$ cat src/rtl/pm_act_pkg.sv
package pm_act_pkg;

    localparam int ADDR_W    = 16;
    localparam int DATA_W    = 16;
    localparam int IRQ_PAIRS = 4;
    localparam int IRQ_LINES = 2 * IRQ_PAIRS;

    localparam logic [ADDR_W-1:0] STS_OFS       = 16'h0044;
    localparam logic [ADDR_W-1:0] CTRL_OFS      = 16'h0050;
    localparam logic [ADDR_W-1:0] KBC_DATA_PORT = 16'h0060;
    localparam logic [ADDR_W-1:0] KBC_CMD_PORT  = 16'h0064;

    localparam int KBC_BIT  = 12;
    localparam int IRQ_BIT0 = 6;

    localparam logic [DATA_W-1:0] STS_MASK =
        (DATA_W'(1) << KBC_BIT) | (DATA_W'((1 << IRQ_PAIRS) - 1) << IRQ_BIT0);

    typedef enum logic [1:0] {
        SEL_NONE = 2'd0,
        SEL_STS  = 2'd1,
        SEL_CTRL = 2'd2
    } reg_sel_e;

    typedef struct packed {
        logic                 kbc;
        logic [IRQ_PAIRS-1:0] irq;
    } act_evt_t;

    function automatic logic [DATA_W-1:0] evt_to_vec(input act_evt_t e);
        logic [DATA_W-1:0] v;
        v = '0;
        v[KBC_BIT] = e.kbc;
        v[IRQ_BIT0 +: IRQ_PAIRS] = e.irq;
        return v;
    endfunction

endpackage

$ cat src/rtl/pm_act_kbc_trap.sv
module pm_act_kbc_trap
    import pm_act_pkg::*;
#(
    parameter int              AW     = ADDR_W,
    parameter logic [AW-1:0]   PORT_A = KBC_DATA_PORT,
    parameter logic [AW-1:0]   PORT_B = KBC_CMD_PORT
) (
    input  logic [AW-1:0] io_addr,
    input  logic          io_rd,
    input  logic          io_wr,
    output logic          hit
);

    logic addr_match;

    assign addr_match = (io_addr == PORT_A) || (io_addr == PORT_B);
    assign hit        = (io_rd || io_wr) && addr_match;

endmodule

$ cat src/rtl/pm_act_irq_pairs.sv
module pm_act_irq_pairs
    import pm_act_pkg::*;
#(
    parameter int PAIRS = IRQ_PAIRS,
    localparam int LINES = 2 * PAIRS
) (
    input  logic [LINES-1:0] irq_n,
    output logic [PAIRS-1:0] pair_act
);

    for (genvar k = 0; k < PAIRS; k++) begin : g_pair
        assign pair_act[k] = ~irq_n[k] | ~irq_n[k + PAIRS];
    end

endmodule

$ cat src/rtl/pm_act_decode.sv
module pm_act_decode
    import pm_act_pkg::*;
#(
    parameter int AW = ADDR_W
) (
    input  logic [AW-1:0] pm_base,
    input  logic [AW-1:0] reg_addr,
    output reg_sel_e      sel
);

    logic [AW-1:0] sts_addr;
    logic [AW-1:0] ctrl_addr;

    assign sts_addr  = pm_base + AW'(STS_OFS);
    assign ctrl_addr = pm_base + AW'(CTRL_OFS);

    always_comb begin
        if (reg_addr == sts_addr)       sel = SEL_STS;
        else if (reg_addr == ctrl_addr) sel = SEL_CTRL;
        else                            sel = SEL_NONE;
    end

endmodule

$ cat src/rtl/pm_act_sts_reg.sv
module pm_act_sts_reg
    import pm_act_pkg::*;
#(
    parameter int             DW   = DATA_W,
    parameter logic [DW-1:0]  MASK = STS_MASK
) (
    input  logic          clk,
    input  logic          rst,
    input  logic [DW-1:0] set_vec,
    input  logic [DW-1:0] clr_vec,
    output logic [DW-1:0] sts_q
);

    logic [DW-1:0] sts_d;

    // Set has priority over clear so no activity is dropped.
    assign sts_d = ((sts_q & ~clr_vec) | set_vec) & MASK;

    always_ff @(posedge clk) begin
        if (rst) sts_q <= '0;
        else     sts_q <= sts_d;
    end

    a_r5_sticky_hold: assert property (@(posedge clk) disable iff (rst)
        1'b1 |=> ((sts_q & $past(sts_q & ~clr_vec)) == $past(sts_q & ~clr_vec)));

    a_r6_clear_takes: assert property (@(posedge clk) disable iff (rst)
        1'b1 |=> ((sts_q & $past(clr_vec & ~set_vec)) == '0));

    a_r7_set_wins: assert property (@(posedge clk) disable iff (rst)
        1'b1 |=> ((sts_q & $past(set_vec & MASK)) == $past(set_vec & MASK)));

    a_r8_reserved_zero: assert property (@(posedge clk) disable iff (rst)
        (sts_q & ~MASK) == '0);

endmodule

$ cat src/rtl/pm_activity_regs.sv
module pm_activity_regs
    import pm_act_pkg::*;
(
    input  logic                 clk,
    input  logic                 rst,
    input  logic [ADDR_W-1:0]    pm_base,
    input  logic [ADDR_W-1:0]    reg_addr,
    input  logic                 reg_wr,
    input  logic [DATA_W-1:0]    reg_wdata,
    input  logic                 reg_rd,
    output logic [DATA_W-1:0]    reg_rdata,
    input  logic [ADDR_W-1:0]    io_addr,
    input  logic                 io_rd,
    input  logic                 io_wr,
    input  logic [IRQ_LINES-1:0] irq_n
);

    logic                 kbc_hit;
    logic [IRQ_PAIRS-1:0] pair_act;
    reg_sel_e             sel;
    act_evt_t             evt;
    logic [DATA_W-1:0]    set_vec;
    logic [DATA_W-1:0]    clr_vec;
    logic [DATA_W-1:0]    sts_q;
    logic                 scratch_q;

    pm_act_kbc_trap #(.AW(ADDR_W)) u_trap (
        .io_addr (io_addr),
        .io_rd   (io_rd),
        .io_wr   (io_wr),
        .hit     (kbc_hit)
    );

    pm_act_irq_pairs #(.PAIRS(IRQ_PAIRS)) u_irq (
        .irq_n    (irq_n),
        .pair_act (pair_act)
    );

    pm_act_decode #(.AW(ADDR_W)) u_dec (
        .pm_base  (pm_base),
        .reg_addr (reg_addr),
        .sel      (sel)
    );

    assign evt.kbc = kbc_hit;
    assign evt.irq = pair_act;
    assign set_vec = evt_to_vec(evt);
    assign clr_vec = (reg_wr && sel == SEL_STS) ? reg_wdata : '0;

    pm_act_sts_reg #(.DW(DATA_W), .MASK(STS_MASK)) u_sts (
        .clk     (clk),
        .rst     (rst),
        .set_vec (set_vec),
        .clr_vec (clr_vec),
        .sts_q   (sts_q)
    );

    always_ff @(posedge clk) begin
        if (rst)                          scratch_q <= 1'b0;
        else if (reg_wr && sel == SEL_CTRL) scratch_q <= reg_wdata[0];
    end

    always_comb begin
        reg_rdata = '0;
        if (reg_rd) begin
            case (sel)
                SEL_STS:  reg_rdata = sts_q;
                SEL_CTRL: reg_rdata = DATA_W'(scratch_q);
                default:  reg_rdata = '0;
            endcase
        end
    end

    a_r2_kbc_trap: assert property (@(posedge clk) disable iff (rst)
        kbc_hit |=> sts_q[KBC_BIT]);

    a_r9_scratch_write: assert property (@(posedge clk) disable iff (rst)
        (reg_wr && sel == SEL_CTRL) |=> (scratch_q == $past(reg_wdata[0])));

    a_r9_ctrl_upper_zero: assert property (@(posedge clk) disable iff (rst)
        (reg_rd && sel == SEL_CTRL) |-> (reg_rdata[DATA_W-1:1] == '0));

    a_r10_quiet_read: assert property (@(posedge clk) disable iff (rst)
        (!reg_rd || sel == SEL_NONE) |-> (reg_rdata == '0));

endmodule

$ cat config.mk
export PLATFORM = sky130hd
export DESIGN_NAME = pm_activity_regs
export DESIGN_NICKNAME = d
export VERILOG_FILES = /design/src/rtl/pm_act_pkg.sv /design/src/rtl/pm_act_kbc_trap.sv /design/src/rtl/pm_act_irq_pairs.sv /design/src/rtl/pm_act_decode.sv /design/src/rtl/pm_act_sts_reg.sv /design/src/rtl/pm_activity_regs.sv
export SDC_FILE = /design/constraint.sdc
export NUM_CORES = 1
export LEC_CHECK = 0
export BUFFER_PORTS_ARGS = -buffer_cell sky130_fd_sc_hd__buf_4
export CAP_MARGIN = 40
export CORE_ASPECT_RATIO = 1.75
export CORE_MARGIN = 10
export CORE_UTILIZATION = 40
export CTS_BUF_LIST = sky130_fd_sc_hd__clkbuf_4
export CTS_CLUSTER_SIZE = 30
export DETAILED_ROUTE_END_ITERATION = 10
export PLACE_DENSITY = 0.74
export SLEW_MARGIN = 10
export SYNTH_ARGS = -nofsm -noshare
export SYNTH_HDL_FRONTEND = slang
export SYNTH_HIERARCHICAL = 1
export SYNTH_SLANG_ARGS = --single-unit
$ cat constraint.sdc
create_clock -name clk -period 3.5 [get_ports clk]
set_input_delay 0.35 -clock clk [delete_from_list [all_inputs] [get_ports clk]]
set_output_delay 0.35 -clock clk [all_outputs]
set_load 0.02 [all_outputs]
-- After elaboration in Yosys (flattened, before gate mapping)
Index checks and enable logic that the tools add are counted.
- add/sub/neg operators: 2
- equal/unequal tests: 6
- reductions and logical operators: 5
- $lt $le $gt $ge: 0
- mux-type cells: 5
- bitwise gates (word level): 15
- shift-type cells: 0
- div/mod/pow operators: 0
- multiply operators: 0
- operator list (operator ; count):
    16-bit by 7-bit adder with 16-bit output (second input constant) ; 2
    16-bit == test ; 2
    16-bit by 7-bit == test with 1-bit output (second input constant) ; 2
    13-bit case mux with 2 select lines ; 1
    16-bit two-way mux ; 1
    13-bit bitwise AND ; 1
    13-bit two-way mux ; 1
    13-bit inverter ; 1
    13-bit OR ; 1
    1-bit inverter ; 8
    2-bit two-way mux ; 2
    1-bit OR ; 4
    1-bit logical AND ; 3
    2-bit by 1-bit == test with 1-bit output (second input constant) ; 1
    2-bit == test (second input constant) ; 1
    1-bit logical OR ; 2
- bits in writable memories: 0
- bits in registers: 6
- logic and storage cells: 35
- memories: 0
- bits in latches: 0
- memory bits (read-only): 0

-- Longest topological paths before layout
- depth in word-level cells: 10
- depth in mapped cells: 13

-- By module
The synthesis kept the hierarchy.
- modules (own cells, without submodules) (module ; area each (sq um) ; cells each ; times used ; sequential area each (sq um)):
    pm_act_decode ; 935.9 ; 126 ; 1 ; 0.0
    pm_activity_regs ; 346.6 ; 47 ; 1 ; 20.0
    pm_act_sts_reg ; 261.5 ; 32 ; 1 ; 100.1
    pm_act_kbc_trap ; 57.6 ; 5 ; 1 ; 0.0
    pm_act_irq_pairs ; 15.0 ; 4 ; 1 ; 0.0

-- Worst setup path before layout
No wires, ideal clock.
- path kind: input to output
- start: in pm_base[9]
- end: out reg_rdata[0]
- path buffers: 2
- data required time: 3150 ps
- arrival time: 2650 ps
- cell stages on the path: 10
- path slack: 500 ps
- cell sequence: buf_6 and4_4 buf_6 xnor2_1 a31oi_1 a2111o_1 a2111oi_2 inv_1 ha_1 nor3b_1
- RTL lines (item ; RTL line ; RTL):
    start, declared ; pm_activity_regs.sv:6 ; input logic [ADDR_W-1:0] pm_base,
    16-bit by 7-bit adder with 16-bit output * ; pm_act_decode.sv:14 ; assign sts_addr = pm_base + AW'(STS_OFS);
    16-bit == test * ; pm_act_decode.sv:18 ; if (reg_addr == sts_addr) sel = SEL_STS;
    2-bit two-way mux * ; pm_act_decode.sv:18 ;
    net sel[0] ; pm_activity_regs.sv:20 ; reg_sel_e sel;
    2-bit == test or 2-bit by 1-bit == test with 1-bit output (tied branches) ; pm_activity_regs.sv:66 ; case (sel)
    13-bit case mux with 2 select lines * ; pm_activity_regs.sv:66 ;
    16-bit two-way mux * ; pm_activity_regs.sv:65 ; if (reg_rd) begin
    end, declared ; pm_activity_regs.sv:11 ; output logic [DATA_W-1:0] reg_rdata,
Mark *: on every way through the listed nets, which the timed path passes. The rest lies on a longest branch.

-- Worst setup path in the final report
- start: in pm_base[4]
- end: out reg_rdata[12]
- cells in the longest elaborated chain, start to end: 7
- RTL lines (item ; RTL line ; RTL):
    16-bit by 7-bit adder with 16-bit output ; pm_act_decode.sv:15 ; assign ctrl_addr = pm_base + AW'(CTRL_OFS);
    16-bit == test ; pm_act_decode.sv:19 ; else if (reg_addr == ctrl_addr) sel = SEL_CTRL;
    2-bit two-way mux ; pm_act_decode.sv:19 ;
    2-bit two-way mux * ; pm_act_decode.sv:18 ;
    net sel[1] ; pm_activity_regs.sv:20 ;
    2-bit == test or 2-bit by 1-bit == test with 1-bit output (tied branches) ; pm_activity_regs.sv:66 ;
    13-bit case mux with 2 select lines * ; pm_activity_regs.sv:66 ;
    16-bit two-way mux * ; pm_activity_regs.sv:65 ;
Marked as above.

==> impl_metrics.env <==
export IMPL_outcome="completed"
export IMPL_cp_start_kind="input port"
export IMPL_syn_instance_count=202
export IMPL_drv_cap=0
export IMPL_cts_tree="built"
export IMPL_fin_tns_setup_ps=0
export IMPL_via_count=1658
export IMPL_ys_warn_count=6
export IMPL_io_pins=94
export IMPL_worst_slack_ps=350
export IMPL_syn_avg_cell_area_sq_um=7.58
export IMPL_pwr_share_clk_pct=19.6
export IMPL_internal_power_uw=205
export IMPL_switching_share_pct=34.8
export IMPL_antennaDiodeCount=0
export IMPL_path_depth=11
export IMPL_worstSetupStartpoint="pm_base[4]"
export IMPL_gp_congestion=0.837
export IMPL_grt_max_degree=17
export IMPL_routedWlPerCell_um=14.9
export IMPL_required_ps=3150
export IMPL_fp_dieH_um=102
export IMPL_path_delay_family="simple AND/OR/NAND/NOR gates"
export IMPL_insertion_delay_ps=240
export IMPL_powerDensity_mw_per_mm2=157
export IMPL_peakVddDrop_mv=0.105
export IMPL_hp_class="input port to flop"
export IMPL_drv_slew=0
export IMPL_min_period_ps=3150
export IMPL_dp_hpwl_mm=4.01
export IMPL_dp_slack_ps=333
export IMPL_nNetsFinal=349
export IMPL_postCtsSetupBuffers=0
export IMPL_cp_slowest_cell="nor2_1"
export IMPL_initial_utilization_pct=41.8
export IMPL_power_switching_uw=110
export IMPL_path_cells="buf_4 -> ha_1 -> nor2_1 -> nand3b_1 -> xnor2_1 -> a2111oi_0 -> o2111a_1 -> inv_1 -> ha_1 -> and3_1 -> buf_4"
export IMPL_whs_ps=312
export IMPL_reg2reg_depth=2
export IMPL_viasPerCell=5.33
export IMPL_grt_util_all_layers_pct=12.9
export IMPL_rsz0062_at_grt="false"
export IMPL_r2r_setup_slack_ps=2780
export IMPL_cp_end_kind="output port"
export IMPL_r2r_start="scratch_q"
export IMPL_max_slew_margin_pct=66.4
export IMPL_critPathBufInv=3
export IMPL_cts_clk_slew_worst_paths_ps=40
export IMPL_routed_wl_mm=4.62
export IMPL_die_area_sq_mm=0.00680
export IMPL_overflow=0
export IMPL_rows=29
export IMPL_critPathKind="input port to output port"
export IMPL_hold_buffers=0
export IMPL_fillCellCount=379
export IMPL_layout_drive_gt1_share_pct=36.6
export IMPL_power_leakage_uw=0.000945
export IMPL_setup_viol=0
export IMPL_netlist_area_sq_mm=0.00153
export IMPL_ctsResizeCount=0
export IMPL_antenna_left=0
export IMPL_antenna_found_initial=0
export IMPL_htreeDepth=1
export IMPL_hold_viol_final=0
export IMPL_worst_pin_slew_ps=502
export IMPL_cts_buffer_depth=2
export IMPL_cts_sinks=6
export IMPL_power_share_sequential_pct=23.3
export IMPL_combPwrFrac_pct=57.1
export IMPL_grt_pass1_wl_mm=7.31
export IMPL_reg2reg_to="scratch_q"
export IMPL_critPathArrivalTime_ps=2800
export IMPL_grt_pass1_vias=1697
export IMPL_finalCritPeriodShare_pct=90.0
export IMPL_drt_initial_drc_count=53
export IMPL_timing_critical_path_to="reg_rdata[12]"
export IMPL_root_buffer="clkbuf_4"
export IMPL_dr_pass1_iters=4
export IMPL_crit_path_max_fanout=16
export IMPL_syn_to_final_growth_pct=30.4
export IMPL_drcViolationCount=0
export IMPL_max_freq_mhz=318
export IMPL_cts_made_buffers=3
export IMPL_skew_ps=0
export IMPL_core_sq_mm=0.00366
export IMPL_portBuffers=72
export IMPL_die_width_um=66.8
export IMPL_slowest_delay_ps=410
cell type report:
cell class              count  area [sq um]  area share (%)
clock buffers               3          22.5            1.13
well taps                  46          57.6            2.88
flip-flops and latches      6           120            6.02
multi-input cells         173          1210            60.5
repair buffers             74           556            27.8
inverters                   9          33.8            1.69
registers in the layout, indices dropped and copies added, names as in the netlist:
signal and cells:
u_sts/sts_q 5, scratch_q 1
power by group through the flow:
stage               combinational [uW]  clock [uW]  sequential, uW
floorplan                          110           0            74.1
global placement                   176           0            74.3
detailed placement                 180           0            74.5
CTS                                180        65.8            73.2
global route                       199        69.9            73.5
finish                             179        61.7            73.3
layer usage:
layer	track usage, %	part of all wire (%)	up-vias
met4	5.02	2.0	0
met3	2.52	8.3	8
met2	24.6	51	71
met1	13.0	38	743
li1	-	-	836
met5	0	0	-
worst min path at each step:
| stage | start | cells after the start | end |
|---|---|---|---|
| 2_1_floorplan | rst | 1 | scratch_q |
| 6_report | rst | 2 | scratch_q |
| 5_1_grt | rst | 2 | scratch_q |
| 3_3_place_gp | u_sts/sts_q[6] | 2 | u_sts/sts_q[6] |
| 3_5_place_dp | u_sts/sts_q[7] | 2 | u_sts/sts_q[7] |
| 4_1_cts | rst | 2 | scratch_q |
placed cells by master (no fill, tap or decap), types with 2 or more instances in the layout:
| cell | n |
|---|---|
| o21ai_0 | 3 |
| and3_1 | 16 |
| nor3_1 | 6 |
| inv_1 | 9 |
| and3_2 | 5 |
| nand2b_1 | 6 |
| xor2_1 | 12 |
| buf_4 | 74 |
| a21oi_1 | 11 |
| a211oi_1 | 3 |
| a31oi_1 | 5 |
| a21o_1 | 2 |
| nor2_1 | 6 |
| conb_1 | 11 |
| dfxtp_1 | 6 |
| nor4b_2 | 2 |
| ha_1 | 4 |
| nand3b_1 | 4 |
| xnor2_1 | 16 |
| nor4_1 | 3 |
| nand3_1 | 8 |
| a22oi_1 | 2 |
| nand4_1 | 3 |
| a2111oi_0 | 2 |
| clkbuf_4 | 3 |
| nor3b_1 | 2 |
| nand2_1 | 15 |
per-stage QoR:
stage | util [%] | power, uW | area (sq um) | instances
2_1_floorplan | - | 184 | 1570 | 212
3_3_place_gp | 53.9 | 251 | 1970 | 308
3_5_place_dp | 53.9 | 254 | 1970 | 308
4_1_cts | 54.5 | 319 | 2000 | 311
5_1_grt | 54.5 | 342 | 2000 | 311
6_report | 54.5 | 314 | 2000 | 311
worst register-to-register path, stage by stage (launching register included):
cell,delay (ps)
dfxtp_1,320
a21bo_2,230
a21oi_2,110
Note: power is estimated with default switching activity, not from simulation.
